===== src/rtl/sccc_pkg.sv =====
`timescale 1ns/1ps
package sccc_pkg;
  typedef enum logic [1:0] {
    ST_IDLE  = 2'd0,
    ST_OUTER = 2'd1,
    ST_INNER = 2'd2
  } sccc_state_e;
endpackage


===== src/rtl/sccc_rsc.sv =====
`timescale 1ns/1ps
// 4-state recursive systematic constituent encoder (feedback 7, forward 5 octal)
module sccc_rsc (
  input  logic       clk,
  input  logic       rst_n,
  input  logic       clr,
  input  logic       en,
  input  logic       u,
  output logic       p,
  output logic [1:0] st
);
  logic [1:0] st_q, st_d;
  logic       fb;

  always_comb begin
    fb   = u ^ st_q[0] ^ st_q[1];
    p    = fb ^ st_q[1];
    st_d = st_q;
    if (clr)     st_d = 2'b00;
    else if (en) st_d = {st_q[0], fb};
  end

  always_ff @(posedge clk or negedge rst_n) begin
    if (!rst_n) st_q <= 2'b00;
    else        st_q <= st_d;
  end

  assign st = st_q;
endmodule


===== src/rtl/sccc_ileave_addr.sv =====
`timescale 1ns/1ps
// Interleaver read-address generator: a(j+1) = (a(j) + stride) mod n
module sccc_ileave_addr #(
  parameter int NW = 10
) (
  input  logic          clk,
  input  logic          rst_n,
  input  logic          clr,
  input  logic          en,
  input  logic [NW-1:0] n_len,
  input  logic [NW-1:0] stride,
  output logic [NW-1:0] addr
);
  logic [NW-1:0] addr_q, addr_d;
  logic [NW:0]   sum;

  always_comb begin
    sum = {1'b0, addr_q} + {1'b0, stride};
    if (sum >= {1'b0, n_len}) sum = sum - {1'b0, n_len};
    addr_d = addr_q;
    if (clr)     addr_d = '0;
    else if (en) addr_d = sum[NW-1:0];
  end

  always_ff @(posedge clk or negedge rst_n) begin
    if (!rst_n) addr_q <= '0;
    else        addr_q <= addr_d;
  end

  assign addr = addr_q;
endmodule


===== src/rtl/sccc_ratematch.sv =====
`timescale 1ns/1ps
// Fractional accumulator: keep a parity bit on every carry out
module sccc_ratematch #(
  parameter int ACC_W = 8
) (
  input  logic             clk,
  input  logic             rst_n,
  input  logic             clr,
  input  logic             en,
  input  logic [ACC_W-1:0] ratio,
  output logic             keep
);
  logic [ACC_W-1:0] acc_q, acc_d;
  logic [ACC_W:0]   sum;

  always_comb begin
    sum   = {1'b0, acc_q} + {1'b0, ratio};
    keep  = sum[ACC_W];
    acc_d = acc_q;
    if (clr)     acc_d = '0;
    else if (en) acc_d = sum[ACC_W-1:0];
  end

  always_ff @(posedge clk or negedge rst_n) begin
    if (!rst_n) acc_q <= '0;
    else        acc_q <= acc_d;
  end
endmodule


===== src/rtl/sccc_encoder.sv =====
`timescale 1ns/1ps
module sccc_encoder
  import sccc_pkg::*;
#(
  parameter int MAX_K    = 256,
  parameter int MASK_LEN = 300,
  parameter int ACC_W    = 8,
  localparam int MAX_N   = 2 * MAX_K,
  localparam int KW      = $clog2(MAX_K + 1),
  localparam int NW      = $clog2(MAX_N + 3),
  localparam int MW      = $clog2(MASK_LEN)
) (
  input  logic                clk,
  input  logic                rst_n,
  input  logic                start,
  input  logic [KW-1:0]       cfg_k_len,
  input  logic                cfg_outer_full,
  input  logic [NW-1:0]       cfg_stride,
  input  logic [MASK_LEN-1:0] cfg_sys_mask,
  input  logic [ACC_W-1:0]    cfg_keep_ratio,
  input  logic [MAX_K-1:0]    info_bits,
  output logic                busy,
  output logic                out_valid,
  output logic                out_bit
);
  sccc_state_e         state_q, state_d;
  logic [KW-1:0]       k_q, t_q, t_d;
  logic                full_q;
  logic [NW-1:0]       stride_q, wp_q, wp_d, n_q, n_d, step_q, step_d;
  logic [MASK_LEN-1:0] mask_q;
  logic [ACC_W-1:0]    ratio_q;
  logic [MAX_K-1:0]    info_q;
  logic                sub_q, sub_d;
  logic [MW-1:0]       midx_q, midx_d;
  logic [MAX_N-1:0]    cw_q;

  logic cap, outer_en, adv, term;
  logic outer_u, outer_p, outer_keep_p, inner_u, inner_p, rm_keep;
  logic [1:0]    outer_st, inner_st;
  logic [NW-1:0] il_addr;

  // outer encoder
  assign outer_u      = info_q[t_q];
  assign outer_keep_p = full_q | ~t_q[0];

  sccc_rsc u_outer (
    .clk(clk), .rst_n(rst_n), .clr(cap), .en(outer_en),
    .u(outer_u), .p(outer_p), .st(outer_st)
  );

  // inner path
  assign term    = (step_q >= n_q);
  assign inner_u = term ? (inner_st[0] ^ inner_st[1]) : cw_q[il_addr];

  sccc_rsc u_inner (
    .clk(clk), .rst_n(rst_n), .clr(cap), .en(adv),
    .u(inner_u), .p(inner_p), .st(inner_st)
  );

  sccc_ileave_addr #(.NW(NW)) u_ileave (
    .clk(clk), .rst_n(rst_n), .clr(cap), .en(adv & ~term),
    .n_len(n_q), .stride(stride_q), .addr(il_addr)
  );

  sccc_ratematch #(.ACC_W(ACC_W)) u_ratematch (
    .clk(clk), .rst_n(rst_n), .clr(cap), .en(adv),
    .ratio(ratio_q), .keep(rm_keep)
  );

  // next-state logic
  always_comb begin
    state_d   = state_q;
    t_d       = t_q;
    wp_d      = wp_q;
    n_d       = n_q;
    step_d    = step_q;
    sub_d     = sub_q;
    midx_d    = midx_q;
    cap       = 1'b0;
    outer_en  = 1'b0;
    adv       = 1'b0;
    out_valid = 1'b0;
    out_bit   = 1'b0;
    unique case (state_q)
      ST_IDLE: begin
        if (start) begin
          cap     = 1'b1;
          state_d = ST_OUTER;
          t_d     = '0;
          wp_d    = '0;
        end
      end
      ST_OUTER: begin
        outer_en = 1'b1;
        wp_d     = wp_q + (outer_keep_p ? NW'(2) : NW'(1));
        t_d      = t_q + KW'(1);
        if (t_q == k_q - KW'(1)) begin
          state_d = ST_INNER;
          n_d     = wp_d;
          step_d  = '0;
          sub_d   = 1'b0;
          midx_d  = '0;
        end
      end
      ST_INNER: begin
        if (!sub_q) begin
          out_valid = term | mask_q[midx_q];
          out_bit   = inner_u;
          sub_d     = 1'b1;
        end else begin
          out_valid = rm_keep;
          out_bit   = inner_p;
          sub_d     = 1'b0;
          adv       = 1'b1;
          step_d    = step_q + NW'(1);
          midx_d    = (midx_q == MW'(MASK_LEN - 1)) ? '0 : midx_q + MW'(1);
          if (step_q == n_q + NW'(1)) state_d = ST_IDLE;
        end
      end
      default: state_d = ST_IDLE;
    endcase
  end

  assign busy = (state_q != ST_IDLE);

  // control registers
  always_ff @(posedge clk or negedge rst_n) begin
    if (!rst_n) begin
      state_q <= ST_IDLE;
      t_q     <= '0;
      wp_q    <= '0;
      n_q     <= '0;
      step_q  <= '0;
      sub_q   <= 1'b0;
      midx_q  <= '0;
    end else begin
      state_q <= state_d;
      t_q     <= t_d;
      wp_q    <= wp_d;
      n_q     <= n_d;
      step_q  <= step_d;
      sub_q   <= sub_d;
      midx_q  <= midx_d;
    end
  end

  // configuration capture, enabled by an accepted start
  always_ff @(posedge clk or negedge rst_n) begin
    if (!rst_n) begin
      k_q      <= '0;
      full_q   <= 1'b0;
      stride_q <= '0;
      mask_q   <= '0;
      ratio_q  <= '0;
      info_q   <= '0;
    end else if (cap) begin
      k_q      <= cfg_k_len;
      full_q   <= cfg_outer_full;
      stride_q <= cfg_stride;
      mask_q   <= cfg_sys_mask;
      ratio_q  <= cfg_keep_ratio;
      info_q   <= info_bits;
    end
  end

  // outer codeword storage (no reset: written before read)
  always_ff @(posedge clk) begin
    if (outer_en) begin
      cw_q[wp_q] <= outer_u;
      if (outer_keep_p) cw_q[wp_q + NW'(1)] <= outer_p;
    end
  end

  // assertions
  a_r1_quiet_idle: assert property (@(posedge clk) disable iff (!rst_n)
    out_valid |-> busy);

  a_r2_outer_from_zero: assert property (@(posedge clk) disable iff (!rst_n)
    (state_q == ST_OUTER && t_q == '0) |-> (outer_st == 2'b00));

  a_r3_outer_length: assert property (@(posedge clk) disable iff (!rst_n)
    (state_q == ST_INNER && $past(state_q) == ST_OUTER) |->
      (n_q == (full_q ? ({{(NW-KW){1'b0}}, k_q} << 1)
                      : {{(NW-KW){1'b0}}, k_q} + (({{(NW-KW){1'b0}}, k_q} + NW'(1)) >> 1))));

  a_r4_addr_in_range: assert property (@(posedge clk) disable iff (!rst_n)
    (state_q == ST_INNER && !term) |-> (il_addr < n_q));

  a_r7_term_sent: assert property (@(posedge clk) disable iff (!rst_n)
    (state_q == ST_INNER && !sub_q && term) |-> out_valid);

  a_r7_state_closed: assert property (@(posedge clk) disable iff (!rst_n)
    (state_q == ST_INNER && sub_q && step_q == n_q + NW'(1)) |=> (inner_st == 2'b00));

  a_r9_start_ignored: assert property (@(posedge clk) disable iff (!rst_n)
    (busy && start) |=> ($stable(k_q) && $stable(stride_q) && $stable(ratio_q)));
endmodule


===== config.mk =====
export PLATFORM = sky130hd
export DESIGN_NAME = sccc_encoder
export DESIGN_NICKNAME = d
export VERILOG_FILES = /design/src/rtl/sccc_pkg.sv /design/src/rtl/sccc_rsc.sv /design/src/rtl/sccc_ileave_addr.sv /design/src/rtl/sccc_ratematch.sv /design/src/rtl/sccc_encoder.sv
export SDC_FILE = /design/constraint.sdc
export NUM_CORES = 2
export LEC_CHECK = 0
export ABC_AREA = 1
export CELL_PAD_IN_SITES_DETAIL_PLACEMENT = 2
export CELL_PAD_IN_SITES_GLOBAL_PLACEMENT = 2
export CORE_ASPECT_RATIO = 2
export CORE_MARGIN = 8
export CORE_UTILIZATION = 30
export DETAILED_ROUTE_END_ITERATION = 8
export DONT_BUFFER_PORTS = 1
export GPL_TIMING_DRIVEN = 0
export PLACE_DENSITY = 0.75
export REMOVE_ABC_BUFFERS = 1
export SYNTH_ARGS = -nofsm -noshare
export SYNTH_HDL_FRONTEND = slang
export SYNTH_SLANG_ARGS = --single-unit

===== constraint.sdc =====
create_clock -name clk -period 36.6 [get_ports clk]
set_input_delay 7.32 -clock clk [delete_from_list [all_inputs] [get_ports clk]]
set_output_delay 7.32 -clock clk [all_outputs]
set_load 0.02 [all_outputs]

==> metrics.csv <==
metric,value,unit
routed-via-count,69500,
grt_overflow_total,0,
skew,48.1,ps
finalWorstPathRequiredPeriod,13920,ps
ir_drop,0.000150,V
synthesis.area_per_instance,7.35,um^2
critPathMaxStageDelay,760,ps
cp_max_fo,86,
ant_nets,0,
cell_area_synth,0.0681,mm^2
grt_start_max_net_pins,658,
grt_setup_unrepaired,false,
p_int,3750,uW
rows,247,
power_switching,3530,uW
synthXorXnorAreaFrac,0.615,%
slew_viol_final,0,
groute.usage.overall,28.5,%
seqCellArea,0.0319,mm^2
setup_violations,0,
worst_path_most_repeated_cell,sky130_fd_sc_hd__nand3_1,
count_of_endpoints_failing_hold_in_the_final_timing_report,0,
synth_warnings,0,
die-height,690,um
most_frequent_cell_after_synthesis,sky130_fd_sc_hd__nand2_1,
violations,capacitance limit,
fmax,0.0718,GHz
first_global_vias,76900,
pin_count,590,
critical_path_required,29280,ps
post_synth_most_frequent_cells,"3,623 x sky130_fd_sc_hd__nand2_1, 803 x sky130_fd_sc_hd__nand3_1, 778 x sky130_fd_sc_hd__nor2_1",
synth_top_family_by_area,simple AND/OR/NAND/NOR gates,
postSynth.asyncResetShare,56.2,%
numClockSinks,1169,
cts_hold_buf,0,
postSynth.topFlopCell,sky130_fd_sc_hd__dfrtp_1,
cellLeakagePower,0.0321,uW
yosys.area_share.simple,31.9,%
dieArea,0.244,mm^2
worst-slew-pin-transition,1490,ps
placedInstanceArea,0.0721,mm^2
post-dp-hpwl,240,mm
floorplan.die.width,353,um
clock_power_share,18.0,%
sequentialPowerShare,35.0,%
drc_violation_total_after_the_first_tritonroute_iteration,4648,
power.density_cell_area,95.6,mW/mm^2
crit_arrival,6600,ps
nets,9455,
result_of_the_run,"complete, but fails checks",
clock-root-buffer,sky130_fd_sc_hd__clkbuf_16,
globalplace.congestion,0.887,
clkLatencyLatePin,800,ps
synthToLayoutAreaGrowth,11.7,%
drcViolationCount,0,
drive_above_1_share,5.24,%
worst_setup_path_end_kind,output port,
grt_first_pass_wirelength,522,mm
headroom_to_the_max_slew_limit,0.578,%
io_buffer_count,0,
multi_input_gate_area_in_the_final_layout,0.0328,mm^2
post_synth_inst_count,9265,
clk_pin_slew,70,ps
post-route-cell-area,0.0761,mm^2
fp.coreArea,0.226,mm^2
wl_per_cell,30.3,um
route.detailed.vias_per_inst,5.83,
worst_setup_path_category,flop to output port,
synth_edf_count,512,
synthTopCellsByArea,"sky130_fd_sc_hd__dfrtp_1 24%, sky130_fd_sc_hd__edfxtp_1 23%, sky130_fd_sc_hd__nand2_1 20%",
p_comb_share,47.0,%
post-synth-top-area-fraction,24.1,%
finalWirelength,361,mm
grt_antenna_before_repair,81,
post_synth_fa_ha_maj_area_fraction,0.944,%
synth_top_area_cell,sky130_fd_sc_hd__dfrtp_1,
ys_types,52,
number_of_storage_elements_in_the_synthesis_netlist,1169,
final.period_utilization,38.0,%
setup_bufs_post_cts,0,
drt_pass1_iterations,5,
cts_buffers,115,
compound_gate_fraction_of_synth_area,12.3,%
cts_tree,yes,
synth_seq_area_share,46.7,%
critical_path_source_type,flop,
timing.hold.worst.class,flop to flop,
setup_total_negative_slack,0,ps
clockBufferDepth,3,
netSwitchingFraction,48.5,%
start_util,30.2,%
nFillCells,26100,
library_cell_contributing_the_largest_single_delay_on_the_critical_path,sky130_fd_sc_hd__dfrtp_4,
ctsHtreeMaxLevel,3,
max_cap_viol_count,1,
cts_repair_resize_count,0,
synth.area.mux_share,1.92,%
critical_path_cell_by_cell,buf_16 > buf_16 > clkinv_4 > buf_16 > buf_16 > buf_16 > nand2_1 > nand3_1 > nand3_1 > nand3_1 > nand3_1 > nand2_1 > nand2_1 > nand3_1 > nand3_1 > nand3_1 > nand3_1 > nand2_1 > nand2_1 > nand3_1 > nand2_1,
## worst paths after layout
check	start	endpoint	slack (ps)	depth (start not counted)
hold / removal	mask_q[166]	mask_q[166]	470	2
setup reg to reg	t_q[1]	cw_q[163]	29630	19
min in group asynchronous	rst_n	info_q[232]	6240	0
setup / recovery	u_ileave.addr[0]	out_bit	22680	21
hold reg to reg	mask_q[166]	mask_q[166]	470	2
max in group asynchronous	rst_n	mask_q[178]	27430	3
## critical path: cells and delay by family (launching register included)
kind | cells | cell delay [ps]
and+or+nand+nor | 15 | 2760
buffers and inverters | 6 | 1850
DFF | 1 | 760
## final cells by class
type / instances / area share (%)
inverter: 261 / 1.38
multi-input combinational: 7150 / 43.0
timing repair buffer: 122 / 3.65
tap: 2988 / 4.91
clock buffer: 168 / 4.44
clock inverter: 43 / 0.671
sequential: 1169 / 41.8
antenna: 23 / 0.0756
## state kept, by name, indices dropped and copies added, names as in the netlist, 9 cells and up
name           cells
u_ileave.addr     10
k_q                9
step_q            10
t_q                9
mask_q           300
midx_q             9
n_q               10
cw_q             512
wp_q              10
stride_q          10
info_q           256
## power by group through the flow
stage          Combinational (uW)  Clock [uW]  Sequential, uW
2_1_floorplan                1850           0            2550
3_3_place_gp                 3040           0            2790
3_5_place_dp                 3340           0            2560
4_1_cts                      3370        1330            2550
5_1_grt                      3630        1360            2610
6_report                     3420        1310            2550
## cells in the final DEF (no fill, tap or decap), types with 10 or more instances in the layout
| cell | count |
|---|---|
| sky130_fd_sc_hd__nand2_1 | 3609 |
| sky130_fd_sc_hd__nand3_1 | 803 |
| sky130_fd_sc_hd__o21ai_0 | 769 |
| sky130_fd_sc_hd__nor2_1 | 753 |
| sky130_fd_sc_hd__dfrtp_1 | 645 |
| sky130_fd_sc_hd__edfxtp_1 | 512 |
| sky130_fd_sc_hd__o22ai_1 | 352 |
| sky130_fd_sc_hd__o21ai_1 | 192 |
| sky130_fd_sc_hd__inv_1 | 175 |
| sky130_fd_sc_hd__nor3_1 | 146 |
| sky130_fd_sc_hd__mux2i_1 | 131 |
| sky130_fd_sc_hd__clkbuf_16 | 119 |
| sky130_fd_sc_hd__buf_12 | 73 |
| sky130_fd_sc_hd__o211ai_1 | 70 |
| sky130_fd_sc_hd__a21oi_1 | 55 |
| sky130_fd_sc_hd__inv_2 | 47 |
| sky130_fd_sc_hd__buf_16 | 47 |
| sky130_fd_sc_hd__ha_1 | 45 |
| sky130_fd_sc_hd__o221ai_1 | 44 |
| sky130_fd_sc_hd__xor2_1 | 36 |
| sky130_fd_sc_hd__nor2_4 | 29 |
| sky130_fd_sc_hd__clkinv_2 | 28 |
| sky130_fd_sc_hd__clkbuf_1 | 27 |
| sky130_fd_sc_hd__diode_2 | 23 |
| sky130_fd_sc_hd__clkinv_1 | 23 |
| sky130_fd_sc_hd__nor2_2 | 23 |
| sky130_fd_sc_hd__clkbuf_8 | 22 |
| sky130_fd_sc_hd__nand2_2 | 13 |
| sky130_fd_sc_hd__nand4_1 | 13 |
| sky130_fd_sc_hd__bufinv_16 | 11 |
| sky130_fd_sc_hd__xnor2_1 | 10 |
## through the flow
step,instances,total power (uW),worst slack (ps),util (%),hold slack [ps]
2_1_floorplan,8580,4410,-32250,-,437
3_3_place_gp,11600,5830,-102810,30.6,447
3_5_place_dp,11700,5910,23800,31.9,453
4_1_cts,11900,7240,22970,33.6,471
5_1_grt,11900,7610,22590,33.7,489
6_report,11900,7280,22680,33.7,467
## layer usage
metal | up-vias | GRT usage, % | routed length (um)
met3 | 1273 | 8.03 | 29800
li1 | 30000 | - | -
met2 | 2873 | 48.8 | 173000
met1 | 35300 | 28.7 | 122000
met4 | 106 | 23.6 | 36100
met5 | - | 0 | 700
## cell families after synthesis
kind of cell / after synthesis
and+or+nand+nor: 5413
AOI/OAI and AO/OA: 1510
DFF: 1169
buffers and inverters: 946
muxes: 131
adders and majority gates: 49
xor gates and xnor gates: 47
(Power assumes the default switching activity.)
